## config.mk

```make
export PLATFORM = sky130hd
export DESIGN_NAME = mc_core
export DESIGN_NICKNAME = d
export VERILOG_FILES = /design/src/rtl/mc_pkg.sv /design/src/rtl/mc_alu.sv /design/src/rtl/mc_regfile.sv /design/src/rtl/mc_sequencer.sv /design/src/rtl/mc_core.sv
export SDC_FILE = /design/constraint.sdc
export NUM_CORES = 2
export LEC_CHECK = 0
export BUFFER_PORTS_ARGS = -buffer_cell sky130_fd_sc_hd__buf_2
export CORE_MARGIN = 1.5
export CORE_UTILIZATION = 56
export CTS_BUF_LIST = sky130_fd_sc_hd__clkbuf_8
export DETAILED_ROUTE_END_ITERATION = 12
export GPL_ROUTABILITY_DRIVEN = 0
export PLACE_DENSITY = 0.73
export SYNTH_ARGS = -nofsm -noshare
export SYNTH_HDL_FRONTEND = slang
export SYNTH_SLANG_ARGS = --single-unit
```

## constraint.sdc

```tcl
create_clock -name clk -period 12.7 [get_ports clk]
set_input_delay 2.54 -clock clk [delete_from_list [all_inputs] [get_ports clk]]
set_output_delay 2.54 -clock clk [all_outputs]
set_load 0.005 [all_outputs]
```

## src/rtl/mc_pkg.sv

```systemverilog
package mc_pkg;

  localparam int XLEN = 32;

  localparam logic [5:0] OP_RR   = 6'h00;
  localparam logic [5:0] OP_JMP  = 6'h02;
  localparam logic [5:0] OP_BEQ  = 6'h04;
  localparam logic [5:0] OP_BNE  = 6'h05;
  localparam logic [5:0] OP_ADDI = 6'h08;
  localparam logic [5:0] OP_ANDI = 6'h0C;
  localparam logic [5:0] OP_ORI  = 6'h0D;
  localparam logic [5:0] OP_LOAD = 6'h23;
  localparam logic [5:0] OP_STOR = 6'h2B;

  localparam logic [5:0] FN_ADD = 6'h20;
  localparam logic [5:0] FN_SUB = 6'h22;
  localparam logic [5:0] FN_AND = 6'h24;
  localparam logic [5:0] FN_OR  = 6'h25;
  localparam logic [5:0] FN_SLT = 6'h2A;

  typedef enum logic [3:0] {
    S_FETCH, S_DECODE, S_EXEC_RR, S_EXEC_RI, S_ADDR,
    S_BRANCH, S_JUMP, S_MEM_RD, S_MEM_WR, S_ALU_WB, S_WRITE
  } state_e;

  typedef enum logic [2:0] {
    ALU_ADD, ALU_SUB, ALU_AND, ALU_OR, ALU_SLT, ALU_ZERO
  } alu_op_e;

endpackage

```

## src/rtl/mc_alu.sv

```systemverilog
module mc_alu
  import mc_pkg::*;
#(
  parameter int W = XLEN
) (
  input  logic [W-1:0] a,
  input  logic [W-1:0] b,
  input  alu_op_e      op,
  output logic [W-1:0] y
);

  always_comb begin
    unique case (op)
      ALU_ADD: y = a + b;
      ALU_SUB: y = a - b;
      ALU_AND: y = a & b;
      ALU_OR:  y = a | b;
      ALU_SLT: y = {{(W-1){1'b0}}, ($signed(a) < $signed(b))};
      default: y = '0;
    endcase
  end

endmodule

```

## src/rtl/mc_regfile.sv

```systemverilog
module mc_regfile #(
  parameter int W    = 32,
  parameter int NREG = 32,
  localparam int AW  = $clog2(NREG)
) (
  input  logic          clk,
  input  logic [AW-1:0] ra_a,
  input  logic [AW-1:0] ra_b,
  output logic [W-1:0]  rd_a,
  output logic [W-1:0]  rd_b,
  input  logic          we,
  input  logic [AW-1:0] wa,
  input  logic [W-1:0]  wd
);

  logic [W-1:0] regs [NREG];

  // entry 0 is never written; reads of it are forced to zero
  always_ff @(posedge clk) begin
    if (we && (wa != '0)) regs[wa] <= wd;
  end

  assign rd_a = (ra_a == '0) ? '0 : regs[ra_a];
  assign rd_b = (ra_b == '0) ? '0 : regs[ra_b];

endmodule

```

## src/rtl/mc_sequencer.sv

```systemverilog
module mc_sequencer
  import mc_pkg::*;
(
  input  logic       clk,
  input  logic       rst_n,
  input  logic [5:0] opcode,
  output state_e     state,
  output logic       retire
);

  state_e nxt;
  logic   known_op;

  always_comb begin
    unique case (opcode)
      OP_RR, OP_JMP, OP_BEQ, OP_BNE, OP_ADDI,
      OP_ANDI, OP_ORI, OP_LOAD, OP_STOR: known_op = 1'b1;
      default:                           known_op = 1'b0;
    endcase
  end

  always_comb begin
    nxt = state;
    unique case (state)
      S_FETCH:  nxt = S_DECODE;
      S_DECODE: begin
        unique case (opcode)
          OP_RR:                 nxt = S_EXEC_RR;
          OP_ADDI, OP_ANDI,
          OP_ORI:                nxt = S_EXEC_RI;
          OP_LOAD, OP_STOR:      nxt = S_ADDR;
          OP_BEQ, OP_BNE:        nxt = S_BRANCH;
          OP_JMP:                nxt = S_JUMP;
          default:               nxt = S_FETCH;
        endcase
      end
      S_EXEC_RR, S_EXEC_RI: nxt = S_ALU_WB;
      S_ALU_WB:             nxt = S_WRITE;
      S_ADDR:   nxt = (opcode == OP_LOAD) ? S_MEM_RD : S_MEM_WR;
      S_MEM_RD:             nxt = S_WRITE;
      default:              nxt = S_FETCH;
    endcase
  end

  always_ff @(posedge clk or negedge rst_n) begin
    if (!rst_n) state <= S_FETCH;
    else        state <= nxt;
  end

  assign retire = (state == S_WRITE) || (state == S_MEM_WR) ||
                  (state == S_BRANCH) || (state == S_JUMP) ||
                  ((state == S_DECODE) && !known_op);

  p_fetch_to_decode_r2: assert property (@(posedge clk) disable iff (!rst_n)
    (state == S_FETCH) |=> (state == S_DECODE));

  p_retire_to_fetch_r11: assert property (@(posedge clk) disable iff (!rst_n)
    retire |=> (state == S_FETCH));

endmodule

```

## src/rtl/mc_core.sv

```systemverilog
module mc_core
  import mc_pkg::*;
#(
  parameter logic [31:0] RESET_PC = 32'h0,
  parameter int          CNT_W    = 32,
  parameter int          NREG     = 32
) (
  input  logic             clk,
  input  logic             rst_n,
  output logic [31:0]      imem_addr,
  input  logic [31:0]      imem_rdata,
  output logic [31:0]      dmem_addr,
  output logic [31:0]      dmem_wdata,
  output logic             dmem_we,
  input  logic [31:0]      dmem_rdata,
  output logic [31:0]      pc,
  output logic             retire,
  output logic [CNT_W-1:0] cycle_count,
  output logic [CNT_W-1:0] retire_count
);

  localparam int RA_W = $clog2(NREG);

  state_e      state;
  logic        retire_w;
  logic [31:0] pc_q, ir_q, a_q, b_q, r_q, wb_q;
  logic [CNT_W-1:0] cyc_q, ret_q;

  logic [5:0]  opcode, funct;
  logic [4:0]  f_rs, f_rt, f_rd;
  logic [31:0] imm_sext, imm_zext, imm_ext, alu_b, alu_y, rf_a, rf_b;
  alu_op_e     alu_op;
  logic        br_taken, rf_we;
  logic [4:0]  rf_wsel;

  assign opcode   = ir_q[31:26];
  assign f_rs     = ir_q[25:21];
  assign f_rt     = ir_q[20:16];
  assign f_rd     = ir_q[15:11];
  assign funct    = ir_q[5:0];
  assign imm_sext = {{16{ir_q[15]}}, ir_q[15:0]};
  assign imm_zext = {16'h0000, ir_q[15:0]};
  assign imm_ext  = ((opcode == OP_ANDI) || (opcode == OP_ORI)) ? imm_zext : imm_sext;

  mc_sequencer u_seq (
    .clk    (clk),
    .rst_n  (rst_n),
    .opcode (opcode),
    .state  (state),
    .retire (retire_w)
  );

  mc_regfile #(.W(XLEN), .NREG(NREG)) u_rf (
    .clk  (clk),
    .ra_a (f_rs[RA_W-1:0]),
    .ra_b (f_rt[RA_W-1:0]),
    .rd_a (rf_a),
    .rd_b (rf_b),
    .we   (rf_we),
    .wa   (rf_wsel[RA_W-1:0]),
    .wd   (wb_q)
  );

  always_comb begin
    alu_op = ALU_ADD;
    if (state == S_EXEC_RR) begin
      if (ir_q[10:6] != 5'd0) alu_op = ALU_ZERO;
      else begin
        unique case (funct)
          FN_ADD:  alu_op = ALU_ADD;
          FN_SUB:  alu_op = ALU_SUB;
          FN_AND:  alu_op = ALU_AND;
          FN_OR:   alu_op = ALU_OR;
          FN_SLT:  alu_op = ALU_SLT;
          default: alu_op = ALU_ZERO;
        endcase
      end
    end else if (state == S_EXEC_RI) begin
      unique case (opcode)
        OP_ANDI: alu_op = ALU_AND;
        OP_ORI:  alu_op = ALU_OR;
        default: alu_op = ALU_ADD;
      endcase
    end
  end

  assign alu_b = (state == S_EXEC_RR) ? b_q : imm_ext;

  mc_alu #(.W(XLEN)) u_alu (
    .a  (a_q),
    .b  (alu_b),
    .op (alu_op),
    .y  (alu_y)
  );

  assign br_taken = (opcode == OP_BEQ) ? (a_q == b_q) : (a_q != b_q);
  assign rf_we    = (state == S_WRITE);
  assign rf_wsel  = (opcode == OP_RR) ? f_rd : f_rt;

  always_ff @(posedge clk or negedge rst_n) begin
    if (!rst_n) begin
      pc_q <= RESET_PC;
      ir_q <= '0;
      a_q  <= '0;
      b_q  <= '0;
      r_q  <= '0;
      wb_q <= '0;
    end else begin
      unique case (state)
        S_FETCH: begin
          ir_q <= imem_rdata;
          pc_q <= pc_q + 32'd4;
        end
        S_DECODE: begin
          a_q <= rf_a;
          b_q <= rf_b;
        end
        S_EXEC_RR, S_EXEC_RI, S_ADDR: r_q <= alu_y;
        S_ALU_WB: wb_q <= r_q;
        S_MEM_RD: wb_q <= dmem_rdata;
        S_BRANCH: if (br_taken) pc_q <= pc_q + {imm_sext[29:0], 2'b00};
        S_JUMP:   pc_q <= {pc_q[31:28], ir_q[25:0], 2'b00};
        default: ;
      endcase
    end
  end

  always_ff @(posedge clk or negedge rst_n) begin
    if (!rst_n) begin
      cyc_q <= '0;
      ret_q <= '0;
    end else begin
      cyc_q <= cyc_q + {{(CNT_W-1){1'b0}}, 1'b1};
      if (retire_w) ret_q <= ret_q + {{(CNT_W-1){1'b0}}, 1'b1};
    end
  end

  assign imem_addr    = pc_q;
  assign pc           = pc_q;
  assign dmem_addr    = r_q;
  assign dmem_wdata   = b_q;
  assign dmem_we      = (state == S_MEM_WR);
  assign retire       = retire_w;
  assign cycle_count  = cyc_q;
  assign retire_count = ret_q;

  p_pc_hold_r2: assert property (@(posedge clk) disable iff (!rst_n)
    ((state != S_FETCH) && !retire_w) |=> $stable(pc_q));

  p_fetch_step_r2: assert property (@(posedge clk) disable iff (!rst_n)
    (state == S_FETCH) |=> (pc_q == $past(pc_q) + 32'd4));

  p_store_pulse_r6: assert property (@(posedge clk) disable iff (!rst_n)
    dmem_we |=> !dmem_we);

endmodule

```

==> impl_metrics.tcl <==
set metrics [dict create \
    synthTopCellsByArea "edfxtp_1 (47%), mux4_2 (15%), dfrtp_1 (9.9%)" \
    p_leak_nw 26.57 \
    synth_top_cell_by_area "edfxtp_1" \
    ant_nets 0 \
    seq_area_frac_synth_pct 57.25 \
    hp-class "flop to flop" \
    path_buf_inv 1 \
    reg2reg_depth 8 \
    ctsResizeCount 0 \
    route.met2.wl_mm 90.09 \
    cap_viol_max_count 0 \
    viasPerCell 6.878 \
    cp_top_family "compound AO/OA/AOI/OAI gates" \
    synth_enable_flop_cells 1024 \
    worst_slew_pin_slew_ns 1.435 \
    netlist.area_leader.share_pct 47.31 \
    cts_setup_buffers 0 \
    power.total_mw 18.56 \
    cp-start-kind "flop" \
    cts_buffers 206 \
    die_w_um 343.7 \
    peakVddDrop_uv 187.8 \
    synth_ff_type "edfxtp_1" \
    highest-signal-layer "met5" \
    multi_input_area_sq_um 26410 \
    dieHeight_um 343.7 \
    crit_type "flop to output port" \
    antenna_found_initial 10 \
    met1Wirelength_mm 72.73 \
    rows 124 \
    syn_inst 4565 \
    arrival_ns 2.90 \
    layout_min_cycle_time_ns 5.439 \
    regArea_sq_um 37240 \
    grt_max_degree 128 \
    dieArea_sq_um 118100 \
    drive_gt1_share_pct 25.36 \
    setup_violations 0 \
    end_kind "output port" \
    synth.cell_area_sq_um 64990 \
    fin_skew_ns 0.06792 \
    outcome "finished, final reports clean" \
    nFillCells 8375 \
    coreArea_sq_um 114700 \
    post-dp-hpwl_mm 120.7 \
    yosysWarnings 0 \
    hold_buffers 0 \
    ctsHtreeMaxLevel 4 \
    final_nets 5013 \
    drc 0 \
    reg2reg_slack_ns 7.52 \
    pin_count 260 \
    crit_chain "nand2b_1 -> a21oi_1 -> o22ai_1 -> a211oi_1 -> a31oi_1 -> o22ai_2 -> buf_2" \
    min_path_cells 1 \
    start_util_pct 56.69 \
    grt-ovfl-total 0 \
    cp_slowest_stage_delay_ns 0.52 \
    min_period_over_period_pct 42.83 \
    grt_usage_pct 33.43 \
    dr.pass1.iters 7 \
    drtIter0Drc 6697 \
    cts.clk_slew.worst_paths_ns 0.06 \
    finalWirelength_mm 198.4 \
    clockBufferDepth 3 \
    grt_pass1_vias 43080 \
    ys_ff_latch 1282 \
    instances_no_fill 6507 \
    synth_cell_types 85 \
    cp_slowest_cell "o22ai_2" \
    final_common_cell "edfxtp_1" \
    setup_tns_ns 0 \
    clkSinkCount 1282 \
    wl_per_cell_um 30.49 \
    hold_viol_final 0 \
    numPortBuffers 255 \
    vias 44760 \
    r2r_start "ir_q[31]" \
    holdWs_ns 0.4729 \
    dr_wl_met3_mm 27.20 \
    tritoncts "built" \
    area_growth_pct 11.10 \
    path_max_fanout 10 \
    cp.required_ns 10.16 \
    min_to "cycle_count[31]" \
    max_slew_margin_pct 4.359 \
    slew_viol_final 0 \
    rsz0062_at_grt "false" \
    cts_root_buf "clkbuf_8" \
    layout_common_cells "edfxtp_1 (1,024), mux4_2 (419), a21oi_1 (338)" \
    p_per_area_nw_per_um2 257.1 \
    fmax_mhz 183.9 \
    grt_pass1_wl_mm 286.2 \
    syn_area_per_cell_sq_um 14.24 \
    synthArstFlopShare_pct 20.12 \
    placed_cells 6120 \
    r2r-end "u_rf.regs[25][20]" \
    min-delay-start "cycle_count[31]" \
    clock_latency_ns 0.95 \
]
state kept, by name (all words and copies together) (netlist names):
register,flops
a_q,32
cycle_count,32
dmem_addr,32
dmem_wdata,32
imem_addr,30
ir_q,32
retire_count,32
u_rf.regs,1024
u_seq.state,4
wb_q,32
worst max-delay path by stage:
stage / start / endpoint / slack, ns / cells after the start
2_1_floorplan: ir_q[31] / u_rf.regs[1][0] / 8.58 / 7
3_3_place_gp: rst_n / retire_count[13] / 7.53 / 3
3_5_place_dp: rst_n / retire_count[14] / 7.53 / 3
4_1_cts: ir_q[26] / retire / 7.29 / 7
5_1_grt: ir_q[26] / retire / 7.16 / 7
6_report: ir_q[28] / retire / 7.26 / 7
logic make-up after synthesis:
logic type	Yosys count	share of synthesized area [%]
other cells	1	0.005770
flops	1282	57.25
buf+inv	457	2.918
fa+ha+maj	131	2.557
simple gates	789	5.589
compound gates	957	9.025
xor+xnor	140	1.887
mux	808	20.77
metal layers:
metal  GRT usage, %  vias up
met5              0        -
met4          14.12        4
met3          9.024      510
met2          50.75     3318
met1          45.88    22440
li1               -    18480
synthesized netlist by cell type (47+ instances only):
master    instances
nor3_1           74
inv_1           117
o21ai_0         188
o221ai_1         67
nand2_1         215
xor2_1           55
buf_1            47
mux2_2          137
nor2_1          264
mux2i_1         252
dfrtp_1         258
xnor2_1          85
nand3_1          51
clkbuf_1        216
mux4_2          419
a21oi_1         339
edfxtp_1       1024
ha_1            128
o22ai_1         132
power by group:
| group | total, mW | internal (mW) | switching (mW) |
|---|---|---|---|
| clock network | 3.60 | 1.86 | 1.75 |
| registers | 6.44 | 5.34 | 1.10 |
| logic | 8.52 | 3.43 | 5.09 |
area by class of cell:
cell class              count  area share, %
diodes                      6        0.02079
clock buffers             227          4.327
clock inverters           154          1.476
inverters                 117         0.6082
multi-input cells        2861          36.57
flip-flops and latches   1282          51.57
well taps                1512          2.620
repair buffers            348          2.800
metrics by stage:
step / util [%] / cell area, sq um / setup slack [ns]
6_report: 62.98 / 72210 / 7.261
4_1_cts: 62.97 / 72190 / 7.290
3_5_place_dp: 59.31 / 68000 / 7.526
2_1_floorplan: - / 65130 / 8.583
5_1_grt: 62.97 / 72200 / 7.161
3_3_place_gp: 59.31 / 68000 / 7.534
No activity file was read; power rests on OpenSTA's default activity.
